## src/rtl/ppi_pkg.sv

```systemverilog
package ppi_pkg;

   // Group A operating mode after decode of the two-bit field
   typedef enum logic [1:0] {
      GM_BASIC    = 2'd0,
      GM_STROBED  = 2'd1,
      GM_BIDIR    = 2'd2
   } grp_mode_e;

   // Stored mode-set word, bit 7 dropped (bit order is what software writes)
   typedef struct packed {
      logic [1:0] a_mode;
      logic       a_in;
      logic       cu_in;
      logic       b_mode;
      logic       b_in;
      logic       cl_in;
   } ctl_word_t;

   localparam int              CTL_W     = 7;
   localparam logic [CTL_W-1:0] CTL_RESET = 7'h1B;

   localparam logic [1:0] ADR_A   = 2'd0;
   localparam logic [1:0] ADR_B   = 2'd1;
   localparam logic [1:0] ADR_C   = 2'd2;
   localparam logic [1:0] ADR_CTL = 2'd3;

   // Port C bit roles used by the handshake modes
   localparam int PC_OBF_A  = 7;
   localparam int PC_ACK_A  = 6;
   localparam int PC_IBF_A  = 5;
   localparam int PC_STB_A  = 4;
   localparam int PC_INTR_A = 3;
   localparam int PC_HS_B   = 2;
   localparam int PC_BUF_B  = 1;
   localparam int PC_INTR_B = 0;

endpackage

```

## src/rtl/ppi_sync.sv

```systemverilog
module ppi_sync #(
   parameter int            W       = 3,
   parameter int            STAGES  = 2,
   parameter logic [W-1:0]  RST_VAL = '1
) (
   input  logic         clk,
   input  logic         rst_n,
   input  logic [W-1:0] d,
   output logic [W-1:0] q
);

   if (STAGES < 1 || STAGES > 4) begin : g_bad_stages
      $error("ppi_sync: STAGES must lie in 1..4");
   end

   logic [W-1:0] st [STAGES];

   always_ff @(posedge clk or negedge rst_n) begin
      if (!rst_n) begin
         for (int i = 0; i < STAGES; i++) st[i] <= RST_VAL;
      end else begin
         st[0] <= d;
         for (int i = 1; i < STAGES; i++) st[i] <= st[i-1];
      end
   end

   assign q = st[STAGES-1];

endmodule

```

## src/rtl/ppi_hs_chan.sv

```systemverilog
module ppi_hs_chan #(
   parameter int DW = 8
) (
   input  logic          clk,
   input  logic          rst_n,
   input  logic          clr,
   input  logic          in_en,
   input  logic          out_en,
   input  logic          inte_in,
   input  logic          inte_out,
   input  logic          stb_n,
   input  logic          ack_n,
   input  logic [DW-1:0] pin_d,
   input  logic          cpu_rd,
   input  logic          cpu_wr,
   input  logic [DW-1:0] wdata,
   output logic [DW-1:0] in_q,
   output logic [DW-1:0] out_q,
   output logic          ibf,
   output logic          obf,
   output logic          intr
);

   logic stb_q, ack_q;
   logic intr_i, intr_o;
   logic stb_fall, stb_rise, ack_fall, ack_rise;

   assign stb_fall = stb_q & ~stb_n;
   assign stb_rise = ~stb_q & stb_n;
   assign ack_fall = ack_q & ~ack_n;
   assign ack_rise = ~ack_q & ack_n;

   always_ff @(posedge clk or negedge rst_n) begin
      if (!rst_n) begin
         stb_q  <= 1'b1;
         ack_q  <= 1'b1;
         in_q   <= '0;
         out_q  <= '0;
         ibf    <= 1'b0;
         obf    <= 1'b0;
         intr_i <= 1'b0;
         intr_o <= 1'b0;
      end else begin
         stb_q <= stb_n;
         ack_q <= ack_n;
         if (clr) begin
            in_q   <= '0;
            out_q  <= '0;
            ibf    <= 1'b0;
            obf    <= 1'b0;
            intr_i <= 1'b0;
            intr_o <= 1'b0;
         end else begin
            // input half: capture on strobe fall, interrupt on strobe rise
            if (in_en) begin
               if (stb_fall) begin
                  in_q <= pin_d;
                  ibf  <= 1'b1;
               end
               if (stb_rise && ibf && inte_in) intr_i <= 1'b1;
               if (cpu_rd) begin
                  ibf    <= 1'b0;
                  intr_i <= 1'b0;
               end
            end
            if (cpu_wr) out_q <= wdata;
            // output half: full on write, empty on ack fall, interrupt on ack rise
            if (out_en) begin
               if (ack_fall) obf <= 1'b0;
               if (ack_rise && !obf && inte_out) intr_o <= 1'b1;
               if (cpu_wr) begin
                  obf    <= 1'b1;
                  intr_o <= 1'b0;
               end
            end
         end
      end
   end

   assign intr = intr_i | intr_o;

endmodule

```

## src/rtl/ppi_port.sv

```systemverilog
module ppi_port
   import ppi_pkg::*;
#(
   parameter int DW          = 8,
   parameter int SYNC_STAGES = 2,
   parameter bit HAS_BIDIR   = 1'b1
) (
   input  logic          clk,
   input  logic          rst_n,
   input  logic [1:0]    addr,
   input  logic [DW-1:0] wdata,
   input  logic          wr_en,
   input  logic          rd_en,
   output logic [DW-1:0] rdata,
   output logic          rd_valid,
   input  logic [DW-1:0] pa_in,
   output logic [DW-1:0] pa_out,
   output logic [DW-1:0] pa_oe,
   input  logic [DW-1:0] pb_in,
   output logic [DW-1:0] pb_out,
   output logic [DW-1:0] pb_oe,
   input  logic [DW-1:0] pc_in,
   output logic [DW-1:0] pc_out,
   output logic [DW-1:0] pc_oe
);

   localparam int NCH  = 2;
   localparam int HALF = DW / 2;
   localparam int IW   = $clog2(DW);
   localparam int NHS  = 3;

   if (DW != 8) begin : g_bad_dw
      $error("ppi_port: control word layout needs DW == 8");
   end
   if (SYNC_STAGES < 1) begin : g_bad_sync
      $error("ppi_port: SYNC_STAGES must be at least 1");
   end

   // ---------------- control word and port C latch ----------------
   ctl_word_t     cw;
   logic [DW-1:0] pc_lat;
   logic          wr_ctl, mode_set, bit_op;

   assign wr_ctl   = wr_en && (addr == ADR_CTL);
   assign mode_set = wr_ctl && wdata[DW-1];
   assign bit_op   = wr_ctl && !wdata[DW-1];

   always_ff @(posedge clk or negedge rst_n) begin
      if (!rst_n) begin
         cw     <= ctl_word_t'(CTL_RESET);
         pc_lat <= '0;
      end else if (mode_set) begin
         cw     <= ctl_word_t'(wdata[CTL_W-1:0]);
         pc_lat <= '0;
      end else if (bit_op) begin
         pc_lat[wdata[IW:1]] <= wdata[0];
      end else if (wr_en && addr == ADR_C) begin
         pc_lat <= wdata;
      end
   end

   // ---------------- mode decode ----------------
   grp_mode_e a_mode;
   if (HAS_BIDIR) begin : g_bidir
      assign a_mode = (cw.a_mode == 2'b00) ? GM_BASIC :
                      (cw.a_mode == 2'b01) ? GM_STROBED : GM_BIDIR;
   end else begin : g_no_bidir
      assign a_mode = (cw.a_mode == 2'b00) ? GM_BASIC : GM_STROBED;
   end

   logic a_m1_in, a_m1_out, a_bidir, b_m1;
   assign a_m1_in  = (a_mode == GM_STROBED) && cw.a_in;
   assign a_m1_out = (a_mode == GM_STROBED) && !cw.a_in;
   assign a_bidir  = (a_mode == GM_BIDIR);
   assign b_m1     = cw.b_mode;

   // ---------------- handshake input synchroniser ----------------
   logic [NHS-1:0] hs_s;
   ppi_sync #(.W(NHS), .STAGES(SYNC_STAGES), .RST_VAL('1)) u_sync (
      .clk   (clk),
      .rst_n (rst_n),
      .d     ({pc_in[PC_ACK_A], pc_in[PC_STB_A], pc_in[PC_HS_B]}),
      .q     (hs_s)
   );

   // ---------------- handshake channels (0 = port A, 1 = port B) ----------------
   logic [NCH-1:0] ch_in_en, ch_out_en, ch_inte_in, ch_inte_out;
   logic [NCH-1:0] ch_stb, ch_ack, ch_rd, ch_wr;
   logic [NCH-1:0] ch_ibf, ch_obf, ch_intr;
   logic [DW-1:0]  ch_pin   [NCH];
   logic [DW-1:0]  ch_in_q  [NCH];
   logic [DW-1:0]  ch_out_q [NCH];

   assign ch_in_en[0]    = a_m1_in || a_bidir;
   assign ch_out_en[0]   = a_m1_out || a_bidir;
   assign ch_inte_in[0]  = pc_lat[PC_STB_A];
   assign ch_inte_out[0] = pc_lat[PC_ACK_A];
   assign ch_stb[0]      = hs_s[1];
   assign ch_ack[0]      = hs_s[2];
   assign ch_rd[0]       = rd_en && (addr == ADR_A);
   assign ch_wr[0]       = wr_en && (addr == ADR_A);
   assign ch_pin[0]      = pa_in;

   assign ch_in_en[1]    = b_m1 && cw.b_in;
   assign ch_out_en[1]   = b_m1 && !cw.b_in;
   assign ch_inte_in[1]  = pc_lat[PC_HS_B];
   assign ch_inte_out[1] = pc_lat[PC_HS_B];
   assign ch_stb[1]      = hs_s[0];
   assign ch_ack[1]      = hs_s[0];
   assign ch_rd[1]       = rd_en && (addr == ADR_B);
   assign ch_wr[1]       = wr_en && (addr == ADR_B);
   assign ch_pin[1]      = pb_in;

   for (genvar g = 0; g < NCH; g++) begin : g_chan
      ppi_hs_chan #(.DW(DW)) u_chan (
         .clk      (clk),
         .rst_n    (rst_n),
         .clr      (mode_set),
         .in_en    (ch_in_en[g]),
         .out_en   (ch_out_en[g]),
         .inte_in  (ch_inte_in[g]),
         .inte_out (ch_inte_out[g]),
         .stb_n    (ch_stb[g]),
         .ack_n    (ch_ack[g]),
         .pin_d    (ch_pin[g]),
         .cpu_rd   (ch_rd[g]),
         .cpu_wr   (ch_wr[g]),
         .wdata    (wdata),
         .in_q     (ch_in_q[g]),
         .out_q    (ch_out_q[g]),
         .ibf      (ch_ibf[g]),
         .obf      (ch_obf[g]),
         .intr     (ch_intr[g])
      );
   end

   // ---------------- port A / B pins ----------------
   assign pa_out = ch_out_q[0];
   assign pb_out = ch_out_q[1];

   always_comb begin
      unique case (a_mode)
         GM_BIDIR: pa_oe = hs_s[2] ? '0 : '1;
         default:  pa_oe = cw.a_in ? '0 : '1;
      endcase
   end
   assign pb_oe = cw.b_in ? '0 : '1;

   // ---------------- port C roles ----------------
   logic [DW-1:0] hs_in_mask;

   always_comb begin
      pc_oe      = {{HALF{~cw.cu_in}}, {HALF{~cw.cl_in}}};
      pc_out     = pc_lat;
      hs_in_mask = '0;
      if (a_m1_in || a_bidir) begin
         pc_oe[PC_IBF_A]      = 1'b1;
         pc_out[PC_IBF_A]     = ch_ibf[0];
         pc_oe[PC_STB_A]      = 1'b0;
         hs_in_mask[PC_STB_A] = 1'b1;
      end
      if (a_m1_out || a_bidir) begin
         pc_oe[PC_OBF_A]      = 1'b1;
         pc_out[PC_OBF_A]     = ~ch_obf[0];
         pc_oe[PC_ACK_A]      = 1'b0;
         hs_in_mask[PC_ACK_A] = 1'b1;
      end
      if (a_mode != GM_BASIC) begin
         pc_oe[PC_INTR_A]  = 1'b1;
         pc_out[PC_INTR_A] = ch_intr[0];
      end
      if (b_m1) begin
         pc_oe[PC_HS_B]      = 1'b0;
         hs_in_mask[PC_HS_B] = 1'b1;
         pc_oe[PC_BUF_B]     = 1'b1;
         pc_out[PC_BUF_B]    = cw.b_in ? ch_ibf[1] : ~ch_obf[1];
         pc_oe[PC_INTR_B]    = 1'b1;
         pc_out[PC_INTR_B]   = ch_intr[1];
      end
   end

   // ---------------- read path ----------------
   logic [DW-1:0] rd_mux;

   always_comb begin
      unique case (addr)
         ADR_A: begin
            if (a_mode == GM_BASIC) rd_mux = cw.a_in ? pa_in : ch_out_q[0];
            else                    rd_mux = a_m1_out ? ch_out_q[0] : ch_in_q[0];
         end
         ADR_B: begin
            if (!b_m1) rd_mux = cw.b_in ? pb_in : ch_out_q[1];
            else       rd_mux = cw.b_in ? ch_in_q[1] : ch_out_q[1];
         end
         ADR_C:   rd_mux = (pc_oe & pc_out) | (hs_in_mask & pc_lat) |
                           (~pc_oe & ~hs_in_mask & pc_in);
         default: rd_mux = '0;
      endcase
   end

   always_ff @(posedge clk or negedge rst_n) begin
      if (!rst_n) begin
         rdata    <= '0;
         rd_valid <= 1'b0;
      end else begin
         rd_valid <= rd_en;
         if (rd_en) rdata <= rd_mux;
      end
   end

endmodule

```

## config.mk

```make
export PLATFORM = sky130hd
export DESIGN_NAME = ppi_port
export DESIGN_NICKNAME = d
export VERILOG_FILES = /design/src/rtl/ppi_pkg.sv /design/src/rtl/ppi_sync.sv /design/src/rtl/ppi_hs_chan.sv /design/src/rtl/ppi_port.sv
export SDC_FILE = /design/constraint.sdc
export NUM_CORES = 1
export LEC_CHECK = 0
export BUFFER_PORTS_ARGS = -buffer_cell sky130_fd_sc_hd__buf_4
export CAP_MARGIN = 20
export CORE_AREA = 3 3 117 119
export CTS_BUF_LIST = sky130_fd_sc_hd__clkbuf_4
export CTS_CLUSTER_SIZE = 20
export DETAILED_ROUTE_END_ITERATION = 6
export DIE_AREA = 0 0 120 122
export GPL_TIMING_DRIVEN = 0
export SLEW_MARGIN = 25
export SYNTH_ARGS = -nofsm -noshare
export SYNTH_HDL_FRONTEND = slang
export SYNTH_SLANG_ARGS = --single-unit
```

## constraint.sdc

```tcl
create_clock -name clk -period 4.2 [get_ports clk]
set_clock_uncertainty 0.2 [all_clocks]
set_input_delay 0.84 -clock clk [delete_from_list [all_inputs] [get_ports clk]]
set_output_delay 0.84 -clock clk [all_outputs]
set_load 0.03 [all_outputs]
```

==> impl_metrics.ini <==
[worst_setup_path]
crit_path_start = cw[6]
r2r_cells = 5
crit_path_start_kind = register
required_ns = 3.16
arrival_ns = 2.18
path_class = register to output pin
r2r_start = cw[0]
end_kind = output pin
r2r_end = rdata[2]
r2r_slack_ns = 2.31
path_max_fanout = 10
cp-endpoint = pa_oe[3]

[clock_network]
cts_tree = yes
clock_latency_ns = 0.45
clock-sinks = 73
clock_path_buffers = 2
ctsHoldBuffers = 0
htreeDepth = 3
cts_root_buffer = clkbuf_4
cts_resized = 0
cts_buffers = 9
cts_setup_buffers = 0
cts.clk_slew.worst_paths_ns = 0.13

[finish]
layout.cells.non_filler = 717
design_area_um2 = 5140
area_delta_synth_final_pct = 26.4
drive_gt1_share_pct = 34.3
utilization_pct = 40.6
nNetsFinal = 578
antenna_cells = 0

[timing]
slew_viol_final = 0
hold_violations = 0
fin_crit_sh_pct = 76.7
rsz0062_at_grt = false
setup_viol = 0
fmax_mhz = 310
tightest_slew_ns = 0.674
min_period_ns = 3.22
fin_setup_tns_ns = 0
slew_headroom_pct = 55.0

[logic_synthesis]
netlist_area_um2 = 4070
syn_nets = 474
netlist.area_leader.share_pct = 36.9
netlist_instances = 436
synth-main-ff-cell = dfrtp_1
synth.avg_cell_area_um2 = 9.33
yosys_warnings = 0
synth_top_area_cell = dfrtp_1
ys_ff_latch = 73
synth_seq_area_share_pct = 45.3
synth.area.top_cells = dfrtp_1 (37%), mux2i_1 (8.9%), dfstp_2 (8.4%)
synth_common_cells = dfrtp_1 (60), nor2_1 (57), nand2_1 (52), mux2i_1 (36), a21oi_1 (29)
yosysMostFrequentCell = dfrtp_1
synth_cell_type_count = 57
synth_edf_count = 0
synth_async_sr_flop_share_pct = 100

[placement]
io_buffer_count = 93
dp_cells = 701
place_area_um2 = 4980
place_congestion = 0.880
hpwlAfterDp_mm = 9.66

[power]
power-per-cell-area_nw_per_um2 = 494
leakagePower_nw = 2.41
peakVddDrop_uv = 123
p_total_w = 0.00254

[worst_hold_path]
hold_class = register to register

[detailed_routing]
finalWirelength_mm = 12.8
vias = 3589
drt-initial-drc-count = 269
post_drt_via_cell_ratio = 5.01
antenna_left = 0
drc_errors = 0
drt-wirelength-per-cell_um = 17.8
dr.pass1.iters = 4

[global_routing]
grt_antenna_before_repair = 0
grt_pass1_wl_mm = 20.0
grt_max_degree = 74
grt_use_total_pct = 17.8
grt_overflow_total = 0
grt_pass1_vias = 3533

[floorplan]
io_pins = 95
die_h_um = 122
num_rows = 41
die_x_um = 120
core_um2 = 12700
fp.dieArea_um2 = 14600
start_util_pct = 32.1

[outcome]
outcome = completed

[job]
maxCapViolCount = 0
==> worst min-delay path by stage <==
stage                 start     endpoint  cells past startpoint  slack (ns)
6_report       u_sync.st[3]  u_sync.q[0]                      0        0.16
5_1_grt        u_sync.st[3]  u_sync.q[0]                      0        0.17
4_1_cts        u_sync.st[3]  u_sync.q[0]                      0        0.17
3_5_place_dp   u_sync.st[3]  u_sync.q[0]                      0        0.15
3_3_place_gp   u_sync.st[3]  u_sync.q[0]                      0        0.15
2_1_floorplan  u_sync.st[3]  u_sync.q[0]                      0        0.15
==> cells in the final DEF, fill, tap and decap left out, types with 6 or more instances in the layout <==
cell type / count
buf_4: 118
dfrtp_1: 60
nor2_1: 57
nand2_1: 52
mux2i_1: 36
a21oi_1: 29
o21ai_0: 22
buf_2: 16
dfstp_2: 13
o21ai_1: 12
clkbuf_4: 10
nand3_1: 8
inv_1: 7
nor2b_1: 6
buf_6: 6
o221ai_1: 6
o31ai_1: 6
==> where the power goes <==
group	total (W)	internal, W	leakage, nW	switching (W)
sequential	0.000979	0.000857	0.888	0.000123
combinational	0.00105	0.000422	1.43	0.000631
clock	0.000507	0.000245	0.0878	0.000262
==> state kept, by name (all words and copies together) (netlist names) <==
signal,cells
b_m1,1
cw,6
g_chan.u_chan.ack_q,1
g_chan.u_chan.ibf,2
g_chan.u_chan.in_q,16
g_chan.u_chan.intr_i,2
g_chan.u_chan.intr_o,2
g_chan.u_chan.obf,2
g_chan.u_chan.out_q,16
g_chan.u_chan.stb_q,2
pc_lat,8
rd_valid,1
rdata,8
u_sync.q,3
u_sync.st,3
==> cell type report <==
class,instances,area (µm²)
Sequential cell,73,1840
Clock inverter,6,82.6
Inverter,8,30.0
Fill cell,1282,7530
Buffer,51,348
Tap cell,172,215
Timing Repair Buffer,93,702
Clock buffer,10,75.1
Multi-Input combinational cell,304,1850
==> routing by layer <==
metal,wire [µm],share of wire (%),global-route usage (%),vias to the layer above
met5,0,0,0,-
met1,5990,47,24.9,1754
met4,200,1.6,5.80,0
met3,750,5.9,3.95,14
met2,5860,46,27.4,106
li1,-,-,-,1715
==> metrics by stage <==
stage	worst slack [ns]	hold slack (ns)
after floorplan	1.36	0.145
after global placement	1.53	0.146
after detailed placement	1.46	0.147
after CTS	0.951	0.165
after global routing	0.828	0.167
final	0.977	0.164
==> logic make-up after synthesis <==
family	count (synthesis)	synth area share, %
buffers and inverters	59	9.29
multiplexers	39	9.69
AND/OR/NAND/NOR	157	18.4
AO/OA/AOI/OAI	108	17.3
flip-flops	73	45.3
==> worst max-delay path: stages, from the launching register on <==
cell and delay, ns:
dfrtp_1 0.34, buf_2 0.19, buf_2 0.26, mux2i_1 0.59, buf_4 0.21, buf_4 0.15
Power figures use the tool's default switching activity.
